==> config.mk <==
export PLATFORM = sky130hd
export DESIGN_NAME = sync_regen
export DESIGN_NICKNAME = d
export VERILOG_FILES = /design/src/rtl/sync_regen_pkg.sv /design/src/rtl/sync_pol_detect.sv /design/src/rtl/sync_pulse_gen.sv /design/src/rtl/sync_line_counter.sv /design/src/rtl/sync_regen.sv
export SDC_FILE = /design/constraint.sdc
export NUM_CORES = 1
export LEC_CHECK = 0
export CAP_MARGIN = 20
export CORE_AREA = 2 2 152 154
export CTS_CLUSTER_DIAMETER = 200
export DETAILED_ROUTE_END_ITERATION = 12
export DIE_AREA = 0 0 154 156
export PLACE_DENSITY_LB_ADDON = 0.2
export SYNTH_ARGS = -nofsm -noshare
export SYNTH_HDL_FRONTEND = slang
export SYNTH_SLANG_ARGS = --single-unit
==> constraint.sdc <==
create_clock -name clk -period 6.2 [get_ports clk]
set_clock_uncertainty 0.2 [all_clocks]
set_input_delay 0.62 -clock clk [delete_from_list [all_inputs] [get_ports clk]]
set_output_delay 0.62 -clock clk [all_outputs]
set_load 0.02 [all_outputs]
==> src/rtl/sync_regen_pkg.sv <==
package sync_regen_pkg;
    localparam int unsigned DEF_HS_WIDTH = 32;
    localparam int unsigned DEF_VS_WIDTH = 4;

    typedef enum logic {
        POL_LOW  = 1'b0,
        POL_HIGH = 1'b1
    } pol_e;
endpackage

==> src/rtl/sync_pol_detect.sv <==
module sync_pol_detect
    import sync_regen_pkg::*;
#(
    parameter int unsigned CNT_W = 12
) (
    input  logic clk,
    input  logic rst_n,
    input  logic sig_in,
    input  logic force_pol,
    input  logic manual_pol,
    output logic lead,
    output logic level
);
    typedef struct packed {
        logic             smp;
        logic             act;
        logic [CNT_W-1:0] run;
        logic [CNT_W-1:0] lo_len;
        logic             lo_ok;
        pol_e             det;
    } det_st_t;

    det_st_t q, d;
    logic    pol_eff;
    logic    act_now;

    always_comb begin
        d     = q;
        d.smp = sig_in;
        if (sig_in != q.smp) begin
            d.run = CNT_W'(1);
            if (!q.smp) begin
                // a low phase just ended: remember its length
                d.lo_len = q.run;
                d.lo_ok  = 1'b1;
            end else if (q.lo_ok) begin
                // a high phase just ended: shorter phase is the active one
                d.det = (q.run < q.lo_len) ? POL_HIGH : POL_LOW;
            end
        end else if (q.run != '1) begin
            d.run = q.run + 1'b1;
        end
        pol_eff = force_pol ? manual_pol : (q.det == POL_HIGH);
        act_now = pol_eff ? q.smp : ~q.smp;
        d.act   = act_now;
        lead    = act_now & ~q.act;
        level   = act_now;
    end

    always_ff @(posedge clk) begin
        if (!rst_n) begin
            q <= '{smp: 1'b0, act: 1'b0, run: '0, lo_len: '0, lo_ok: 1'b0, det: POL_HIGH};
        end else begin
            q <= d;
        end
    end
endmodule

==> src/rtl/sync_pulse_gen.sv <==
module sync_pulse_gen #(
    parameter int unsigned W_W = 8
) (
    input  logic           clk,
    input  logic           rst_n,
    input  logic           start,
    input  logic           tick,
    input  logic [W_W-1:0] width,
    output logic           active
);
    typedef struct packed {
        logic           act;
        logic [W_W-1:0] left;
    } pg_st_t;

    pg_st_t q, d;

    always_comb begin
        d = q;
        if (start) begin
            d.act  = (width != '0);
            d.left = width;
        end else if (q.act && tick) begin
            if (q.left <= W_W'(1)) begin
                d.act  = 1'b0;
                d.left = '0;
            end else begin
                d.left = q.left - 1'b1;
            end
        end
        active = q.act;
    end

    always_ff @(posedge clk) begin
        if (!rst_n) begin
            q <= '{act: 1'b0, left: '0};
        end else begin
            q <= d;
        end
    end
endmodule

==> src/rtl/sync_line_counter.sv <==
module sync_line_counter #(
    parameter int unsigned LINE_W = 12
) (
    input  logic              clk,
    input  logic              rst_n,
    input  logic              line_evt,
    input  logic              frame_evt,
    output logic [LINE_W-1:0] lines
);
    typedef struct packed {
        logic [LINE_W-1:0] run;
        logic [LINE_W-1:0] held;
    } lc_st_t;

    lc_st_t q, d;

    always_comb begin
        d = q;
        if (frame_evt) begin
            d.held = q.run;
            d.run  = line_evt ? LINE_W'(1) : '0;
        end else if (line_evt && (q.run != '1)) begin
            d.run = q.run + 1'b1;
        end
        lines = q.held;
    end

    always_ff @(posedge clk) begin
        if (!rst_n) begin
            q <= '{run: '0, held: '0};
        end else begin
            q <= d;
        end
    end
endmodule

==> src/rtl/sync_regen.sv <==
module sync_regen
    import sync_regen_pkg::*;
#(
    parameter int unsigned HW_W   = 8,
    parameter int unsigned VW_W   = 8,
    parameter int unsigned LINE_W = 12,
    parameter int unsigned DET_W  = 12
) (
    input  logic              clk,
    input  logic              rst_n,
    input  logic              hs_in,
    input  logic              vs_in,
    input  logic              hs_force,
    input  logic              hs_manual,
    input  logic              vs_force,
    input  logic              vs_manual,
    input  logic [HW_W-1:0]   hs_width,
    input  logic [VW_W-1:0]   vs_width,
    input  logic              hs_out_pol,
    input  logic              vs_out_pol,
    output logic              hs_out,
    output logic              vs_out,
    output logic [LINE_W-1:0] line_count
);
    localparam int unsigned NCH = 2;
    localparam int unsigned CH_H = 0;
    localparam int unsigned CH_V = 1;

    logic [NCH-1:0] raw_in;
    logic [NCH-1:0] frc;
    logic [NCH-1:0] man;
    logic [NCH-1:0] lead_v;
    logic [NCH-1:0] level_v;
    logic           hs_lead;
    logic           vs_lead;
    logic           hs_act;
    logic           vs_act;

    assign raw_in = {vs_in, hs_in};
    assign frc    = {vs_force, hs_force};
    assign man    = {vs_manual, hs_manual};

    for (genvar c = 0; c < NCH; c++) begin : g_det
        sync_pol_detect #(.CNT_W(DET_W)) u_det (
            .clk       (clk),
            .rst_n     (rst_n),
            .sig_in    (raw_in[c]),
            .force_pol (frc[c]),
            .manual_pol(man[c]),
            .lead      (lead_v[c]),
            .level     (level_v[c])
        );
    end

    assign hs_lead = lead_v[CH_H];
    assign vs_lead = lead_v[CH_V];

    sync_pulse_gen #(.W_W(HW_W)) u_hs_gen (
        .clk   (clk),
        .rst_n (rst_n),
        .start (hs_lead),
        .tick  (1'b1),
        .width (hs_width),
        .active(hs_act)
    );

    sync_pulse_gen #(.W_W(VW_W)) u_vs_gen (
        .clk   (clk),
        .rst_n (rst_n),
        .start (vs_lead),
        .tick  (hs_lead),
        .width (vs_width),
        .active(vs_act)
    );

    sync_line_counter #(.LINE_W(LINE_W)) u_lines (
        .clk      (clk),
        .rst_n    (rst_n),
        .line_evt (hs_lead),
        .frame_evt(vs_lead),
        .lines    (line_count)
    );

    assign hs_out = hs_out_pol ? hs_act : ~hs_act;
    assign vs_out = vs_out_pol ? vs_act : ~vs_act;
endmodule

; ---- Yosys cells after proc, flatten, opt, wreduce, memory -nomap -nowiden
; Index checks and enable logic that the tools add are counted.
[word_totals]
word_cells = 83
out_inout_bits = 14
ff_bits = 98
in_bits = 26
[classes]
n_eq_ne = 5
muxes = 23
n_addsub = 5
n_reduce_logical = 17
bitwise = 9
order_cmp = 4
[op_table]
columns = op, count
row1 = "adder 12 x 1 -> 12 bit, second input constant", 3
row2 = 2-to-1 mux 9 bit, 4
row3 = "inequality test 12 bit, second input constant", 3
row4 = < comparator 12 bit, 2
row5 = 2-to-1 mux 12 bit, 2
row6 = "<= comparator 8 x 1 -> 1 bit, second input constant", 2
row7 = 2-to-1 mux 8 bit, 2
row8 = nonzero test 8 bit, 2
row9 = "subtractor 8 x 1 -> 8 bit, second input constant", 2
row10 = 2-to-1 mux 1 bit, 15
row11 = nonzero test 2 bit, 6
row12 = NOT 1 bit, 7
row13 = AND reduction 2 bit, 3
row14 = AND reduction 3 bit, 2
row15 = OR reduction 2 bit, 2
row16 = AND 1 bit, 2
row17 = logical AND 1 bit, 2
row18 = inequality test 1 bit, 2

; ---- Depth between registers and ports, before layout
; Gate-level depths: netlist of run 1.
[depth]
word_depth = 6
depth_mapped = 7
mapped_depth_nobuf = 7

; ---- Hierarchy
; A second synthesis of run 1 with hierarchy kept.
[hier_totals]
cells_unflattened = 597
hier_area_um2 = 5343.9
[modules_own_cells]
columns = mod, instances, cells_each, area_each_um2, seq_area_each_um2
row1 = sync_pol_detect, 2, 160, 1448.9, 560.5
row2 = sync_line_counter, 1, 128, 1251.2, 480.5
row3 = sync_pulse_gen, 2, 73, 586.8, 180.2
row4 = sync_regen, 1, 3, 21.3, 0.0

; ---- Worst setup path after synthesis of run 1
; Ideal clock, no wire load.
[synth_path]
kind = input -> register
startpoint = input port vs_force
endpoint = register u_vs_gen.q[5] in the netlist's numbering
setup_slack_ns = 4.092
stages = 5
arrival_ns = 1.812
n_path_buf = 0
t_required_ns = 5.904
setup_time_ns = 0.096
path_cell_list = mux2i_1 mux2i_2 and2_1 nand2_1 o41ai_2
[synth_between]
elab_chain_cells = 4
[synth_lines]
columns = item, line
row1 = "start, declared", sync_regen.sv:15  ; input logic vs_force,
row2 = 2-to-1 mux 1 bit (*), sync_pol_detect.sv:43  ; pol_eff = force_pol ? manual_pol : (q.det == POL_HIGH);
row3 = 2-to-1 mux 1 bit (*), sync_pol_detect.sv:44  ; act_now = pol_eff ? q.smp : ~q.smp;
row4 = AND 1 bit (*), sync_pol_detect.sv:46  ; lead = act_now & ~q.act;
row5 = 2-to-1 mux 9 bit or nonzero test 2 bit (tied branches), -
row6 = "end signal, assigned", sync_pulse_gen.sv:36  ; q <= '{act: 1'b0, left: '0};
row7 = "end, declared", sync_pulse_gen.sv:16  ; pg_st_t q, d;
; Mark *: on every way between the ends. The rest lies on a longest branch, timed or not.
; A chain may end at the register's enable or synchronous reset.

==> impl_metrics.env, run 1 <==
export IMPL_ys_warn_count=0
export IMPL_setup_viol=0
export IMPL_rows=55
export IMPL_core_area_um2=22400
export IMPL_synth_area_um2=5040
export IMPL_cts_buffers=9
export IMPL_status="completed"
export IMPL_cts_tree="yes"
export IMPL_ys_flop_type="dfxtp_1"
export IMPL_maxSlewHeadroom=0.310
export IMPL_cts_path_max_buffers=2
export IMPL_die_h_um=156
export IMPL_ys_ff_latch=98
export IMPL_grt_pass1_wl_mm=19.6
export IMPL_io_buffers=39
export IMPL_grtUsageTotal=0.100
export IMPL_ctsRootBufferMaster="clkbuf_16"
export IMPL_fin_tns_setup_ns=0
export IMPL_synth_nets=642
export IMPL_cp_start_kind="input pin"
export IMPL_cts_max_level=3
export IMPL_avgSynthCellArea_um2=8.62
export IMPL_drtPass1Iterations=4
export IMPL_post_cts_setup_buffers=0
export IMPL_hpwl_mm=8.49
export IMPL_setup_ws_ns=2.87
export IMPL_stdcell_count=895
export IMPL_fin_util=0.266
export IMPL_fin_nets=662
export IMPL_die_area_um2=24000
export IMPL_cellPowerDensity_nw_per_um2=253
export IMPL_yosysMostFrequentCell="dfxtp_1"
export IMPL_wl_per_cell_um=13.2
export IMPL_grt_pass1_vias=3925
export IMPL_viasPerCell=4.59
export IMPL_place_area_um2=5630
export IMPL_n_antenna_cell=0
export IMPL_worst_slew_pin_slew_ns=1.01
export IMPL_cp_max_fo=24
export IMPL_ys_seq_area_frac=0.389
export IMPL_synth_cell_types=58
export IMPL_grt_max_degree=33
export IMPL_rr_worst_depth=6
export IMPL_cts_clk_slew_worst_paths_ns=0.07
export IMPL_cts_hold_buf=0
export IMPL_worstReg2RegStart="g_det[0].u_det.q[14]"
export IMPL_maxSlewViolCount=0
export IMPL_place_gp_congestion=0.767
export IMPL_synth_top_area_frac=0.389
export IMPL_clock_latency_ns=0.36
export IMPL_syn2layout_area_growth_pct=18.2
export IMPL_postSynthCellCount=585
export IMPL_ant_nets=0
export IMPL_ioPinCount=40
export IMPL_drc=0
export IMPL_num_vias=4107
export IMPL_whs_path_depth=2
export IMPL_r2r_end="g_det[0].u_det.q[17]"
export IMPL_period_share=0.538
export IMPL_overflow=0
export IMPL_drive_above_1_share=0.0574
export IMPL_critPathRequiredTime_ns=6.27
export IMPL_ys_top_cells_by_count="98 x dfxtp_1, 85 x nor2_1, 51 x nand2_1, 38 x inv_1, 36 x a21oi_1"
export IMPL_cap_violations=0
export IMPL_cp_arrival_ns=3.40
export IMPL_fmax_mhz=300
export IMPL_rrSetupSlack_ns=3.87
export IMPL_antenna_found_initial=0
export IMPL_cts_resized=0
export IMPL_crit_type="input pin to register"
export IMPL_peakVddDrop_v=0.000112
export IMPL_critPathCapture="u_vs_gen.q[6]"
export IMPL_drt_wl_total_mm=11.8
export IMPL_final_area_um2=5960
export IMPL_initial_utilization=0.225
export IMPL_final_hold_viol_count=0
export IMPL_hold_class="register to register"
export IMPL_place_ws_ns=2.50
export IMPL_fp_dieW_um=154
export IMPL_leakage_nw=2.06
export IMPL_cp_end_kind="register"
export IMPL_dpl_cell_count=879
export IMPL_async_reset_ff_frac=0
export IMPL_synth_largest_area_cell="dfxtp_1"
export IMPL_clock_sinks=98
export IMPL_drtIter0Drc=203
export IMPL_synth_edff_count=0
export IMPL_synth_area_leaders="dfxtp_1 39%, ha_1 7.7%, nor2_1 6.3%"
export IMPL_critPathLaunch="rst_n"
export IMPL_rsz0062_at_grt="no"
export IMPL_period_needed_ns=3.33
-- logic make-up after synthesis --
group / after synthesis / share of synthesized area
simple gates: 226 / 0.223
flops: 98 / 0.389
compound gates: 97 / 0.126
buf+inv: 71 / 0.0645
mux: 35 / 0.0737
fa+ha+maj: 31 / 0.0770
xor+xnor: 27 / 0.0469
-- placed cells by master (no fill, tap or decap), drive strengths merged, types with 4 or more instances in the layout --
cell type and instances:
nand2 51, and2 4, ha 31, a211oi 12, o211ai 9, nor3 19
nand4 14, nor2b 4, a21oi 36, nand3 15, a31oi 4, clkbuf 9
inv 40, xnor2 22, xor2 5, mux2i 34, nor2 86, and3 4
clkdlybuf4s50 39, dfxtp 98, or4 5, o21ai 18, nor4 11
-- area by class of cell --
class | instances | area (um2)
Multi-Input combinational cell | 416 | 2760
Tap cell | 285 | 357
Fill cell | 2339 | 16400
Sequential cell | 98 | 1960
Timing Repair Buffer | 41 | 405
Clock inverter | 7 | 100
Clock buffer | 9 | 225
Inverter | 39 | 146
-- report_power, final --
| part | total [W] | switching (W) | internal [W] |
|---|---|---|---|
| clock | 0.000623 | 0.000266 | 0.000358 |
| combinational | 0.000206 | 0.000120 | 0.0000861 |
| sequential | 0.000679 | 0.0000258 | 0.000653 |
| total | 0.00151 | 0.000412 | 0.00110 |
-- state kept, by name, indices dropped and copies added, names as in the netlist --
| register | flops |
|---|---|
| u_vs_gen.q | 8 |
| u_lines.q | 12 |
| u_lines.lines | 12 |
| g_det.u_det.q | 56 |
| u_vs_gen.active | 1 |
| u_hs_gen.active | 1 |
| u_hs_gen.q | 8 |
-- through the flow --
| step | hold WS [ns] | power, W |
|---|---|---|
| 6_report | 0.255 | 0.00151 |
| 5_1_grt | 0.277 | 0.00158 |
| 4_1_cts | 0.258 | 0.00153 |
| 3_5_place_dp | 0.248 | 0.000899 |
| 3_3_place_gp | 0.246 | 0.000897 |
| 2_1_floorplan | 0.235 | 0.000834 |
-- worst max-delay path: stages --
cell	delay (ns)
clkdlybuf4s50_1	0.90
clkinv_1	0.77
nor3_1	0.83
nand2_1	0.15
o211ai_1	0.11
-- worst min path at each step --
stage | startpoint | to | slack [ns]
6_report | u_lines.lines[6] | u_lines.lines[6] | 0.26
5_1_grt | u_lines.lines[7] | u_lines.lines[7] | 0.28
4_1_cts | u_lines.lines[6] | u_lines.lines[6] | 0.26
3_5_place_dp | u_lines.lines[6] | u_lines.lines[6] | 0.25
3_3_place_gp | g_det[0].u_det.q[1] | g_det[0].u_det.q[1] | 0.25
2_1_floorplan | g_det[0].u_det.q[1] | g_det[0].u_det.q[1] | 0.23
-- routing by layer --
| metal | track usage | up-vias | part of all wire |
|---|---|---|---|
| met3 | 0.0161 | 12 | 0.028 |
| met4 | 0.0463 | 0 | 0.018 |
| met1 | 0.133 | 1957 | 0.51 |
| met2 | 0.160 | 62 | 0.45 |
| met5 | 0 | - | 0 |
| li1 | - | 2076 | - |
(Power assumes the default switching activity.)
==> inputs of run 2 (changes only) <==
- clock period: 6.2 -> 2.8 ns (I/O delays scaled with it)
==> run 2 against run 1 <==
Net effect: wire length fell by 2.5%; critical path type is now register to register; register-to-register slack got worse by 3.3 ns; combinational power rose by 130%; worst setup slack got worse by 2.3 ns; critical endpoint is now g_det[0].u_det.q[17]; core utilization rose by 0.26 points; count of clock-buffer cells in the layout rose by 1.
==> impl_metrics.env, run 2 (synthesis gave the netlist of run 1 again) <==
export IMPL_hpwl_mm=8.44
export IMPL_holdWs_ns=0.258
export IMPL_clockPowerShare=0.405
export IMPL_maxSlewHeadroom=0.549
export IMPL_wl_per_cell_um=12.8
export IMPL_final_hold_viol_count=0
export IMPL_cp_top_family="simple AND/OR/NAND/NOR gates"
export IMPL_clock_latency_ns=0.35
export IMPL_max_stage_delay_ns=0.66
export IMPL_drt_wl_total_mm=11.5
export IMPL_die_area_um2=24000
export IMPL_cap_violations=0
export IMPL_cts_tree="yes"
export IMPL_place_gp_congestion=0.785
export IMPL_peakVddDrop_v=0.000183
export IMPL_ant_nets=0
export IMPL_stdcell_count=902
export IMPL_drc=0
export IMPL_p_sw_frac=0.266
export IMPL_rsz0062_at_grt="no"
export IMPL_drive_above_1_share=0.0665
export IMPL_cts_max_level=3
export IMPL_status="completed"
export IMPL_viasPerCell=4.46
export IMPL_initial_utilization=0.225
export IMPL_place_area_um2=5700
export IMPL_hold_class="register to register"
export IMPL_nFillCells=2372
export IMPL_fp_dieW_um=154
export IMPL_combPwrFrac=0.142
export IMPL_largest_register_ff_count=56
export IMPL_cp_max_fo=8
export IMPL_drtPass1Iterations=4
export IMPL_p_switching_w=0.000881
export IMPL_cpMaxStageDelayCell="or4_1"
export IMPL_cp_end_kind="register"
export IMPL_leakage_nw=2.10
export IMPL_final_cell_mix="98 x dfxtp_1, 85 x nor2_1, 51 x nand2_1, 39 x clkdlybuf4s50_1, 38 x inv_1"
export IMPL_fmax_mhz=442
export IMPL_final_common_cell="dfxtp_1"
export IMPL_period_share=0.808
export IMPL_num_vias=4023
export IMPL_ctsRootBufferMaster="clkbuf_16"
export IMPL_crit_top_cell="nand4_1"
export IMPL_cts_path_max_buffers=2
export IMPL_multi_input_area_um2=2760
export IMPL_grt_pass1_wl_mm=19.6
export IMPL_die_h_um=156
export IMPL_cts_hold_buf=0
export IMPL_syn2layout_area_growth_pct=19.4
export IMPL_power_frac_seq=0.453
export IMPL_io_buffers=39
export IMPL_cp_arrival_ns=2.29
export IMPL_cts_resized=0
export IMPL_drtIter0Drc=206
export IMPL_final_area_um2=6020
export IMPL_period_needed_ns=2.26
export IMPL_fin_tns_setup_ns=0
export IMPL_grtUsageTotal=0.101
export IMPL_ioPinCount=40
export IMPL_maxSlewViolCount=0
export IMPL_setup_viol=0
export IMPL_fin_nets=669
export IMPL_p_int_w=0.00243
export IMPL_rows=55
export IMPL_grt_max_degree=37
export IMPL_path_buf_inv=0
export IMPL_worst_slew_pin_slew_ns=0.671
export IMPL_cp_start_kind="register"
export IMPL_cts_buffers=9
export IMPL_core_area_um2=22400
export IMPL_critPathRequiredTime_ns=2.83
export IMPL_clock_sinks=98
export IMPL_n_antenna_cell=0
export IMPL_cellPowerDensity_nw_per_um2=551
export IMPL_largest_register="g_det.u_det.q"
export IMPL_fin_util=0.269
export IMPL_post_cts_setup_buffers=0
export IMPL_cts_clk_slew_worst_paths_ns=0.07
export IMPL_overflow=0
export IMPL_regArea_um2=1960
export IMPL_critical_path_cell_chain="ha_1 > nand4_1 > or4_1 > nand4_1 > xor2_1 > nor2_1"
export IMPL_antenna_found_initial=0
export IMPL_crit_type="register to register"
export IMPL_dpl_cell_count=886
export IMPL_grt_pass1_vias=3877
[run 2: worst paths after layout]
kind	slack [ns]	to	cells after the start	startpoint
worst max-delay path	0.54	g_det[0].u_det.q[17]	6	g_det[0].u_det.q[14]
worst min-delay path	0.26	u_lines.lines[6]	2	u_lines.lines[6]
worst max register to register	0.54	g_det[0].u_det.q[17]	6	g_det[0].u_det.q[14]
worst min register to register	0.26	u_lines.lines[6]	2	u_lines.lines[6]
[run 2: worst min-delay path: stages (launching register included)]
cell,delay [ns]
dfxtp_1,0.31
nand2_1,0.05
a21oi_1,0.05
[run 2: per-stage QoR]
step	worst slack [ns]	power (W)
6_report	0.537	0.00332
5_1_grt	0.366	0.00348
4_1_cts	0.525	0.00337
3_5_place_dp	0.319	0.00201
3_3_place_gp	0.348	0.00201
2_1_floorplan	0.849	0.00185
[run 2: layout make-up]
class	count	share of cell area
multi-input combinational	416	0.459
sequential	98	0.326
timing repair buffer	48	0.0782
tap	285	0.0593
clock buffer	10	0.0381
inverter	39	0.0243
clock inverter	6	0.0150
[run 2: layer usage]
layer,up-vias,global-route usage,wire (um)
met5,-,0,0
met4,0,0.0414,180
met3,11,0.0186,436
met2,57,0.158,5180
met1,1868,0.136,5750
li1,2087,-,-
[run 2: power groups by stage]
| stage | registers, W | clock network, W | logic (W) |
|---|---|---|---|
| 2_1_floorplan | 0.00152 | 0 | 0.000328 |
| 6_report | 0.00150 | 0.00134 | 0.000470 |
| 3_5_place_dp | 0.00153 | 0 | 0.000474 |
| 5_1_grt | 0.00151 | 0.00145 | 0.000524 |
| 4_1_cts | 0.00150 | 0.00140 | 0.000476 |
| 3_3_place_gp | 0.00153 | 0 | 0.000472 |
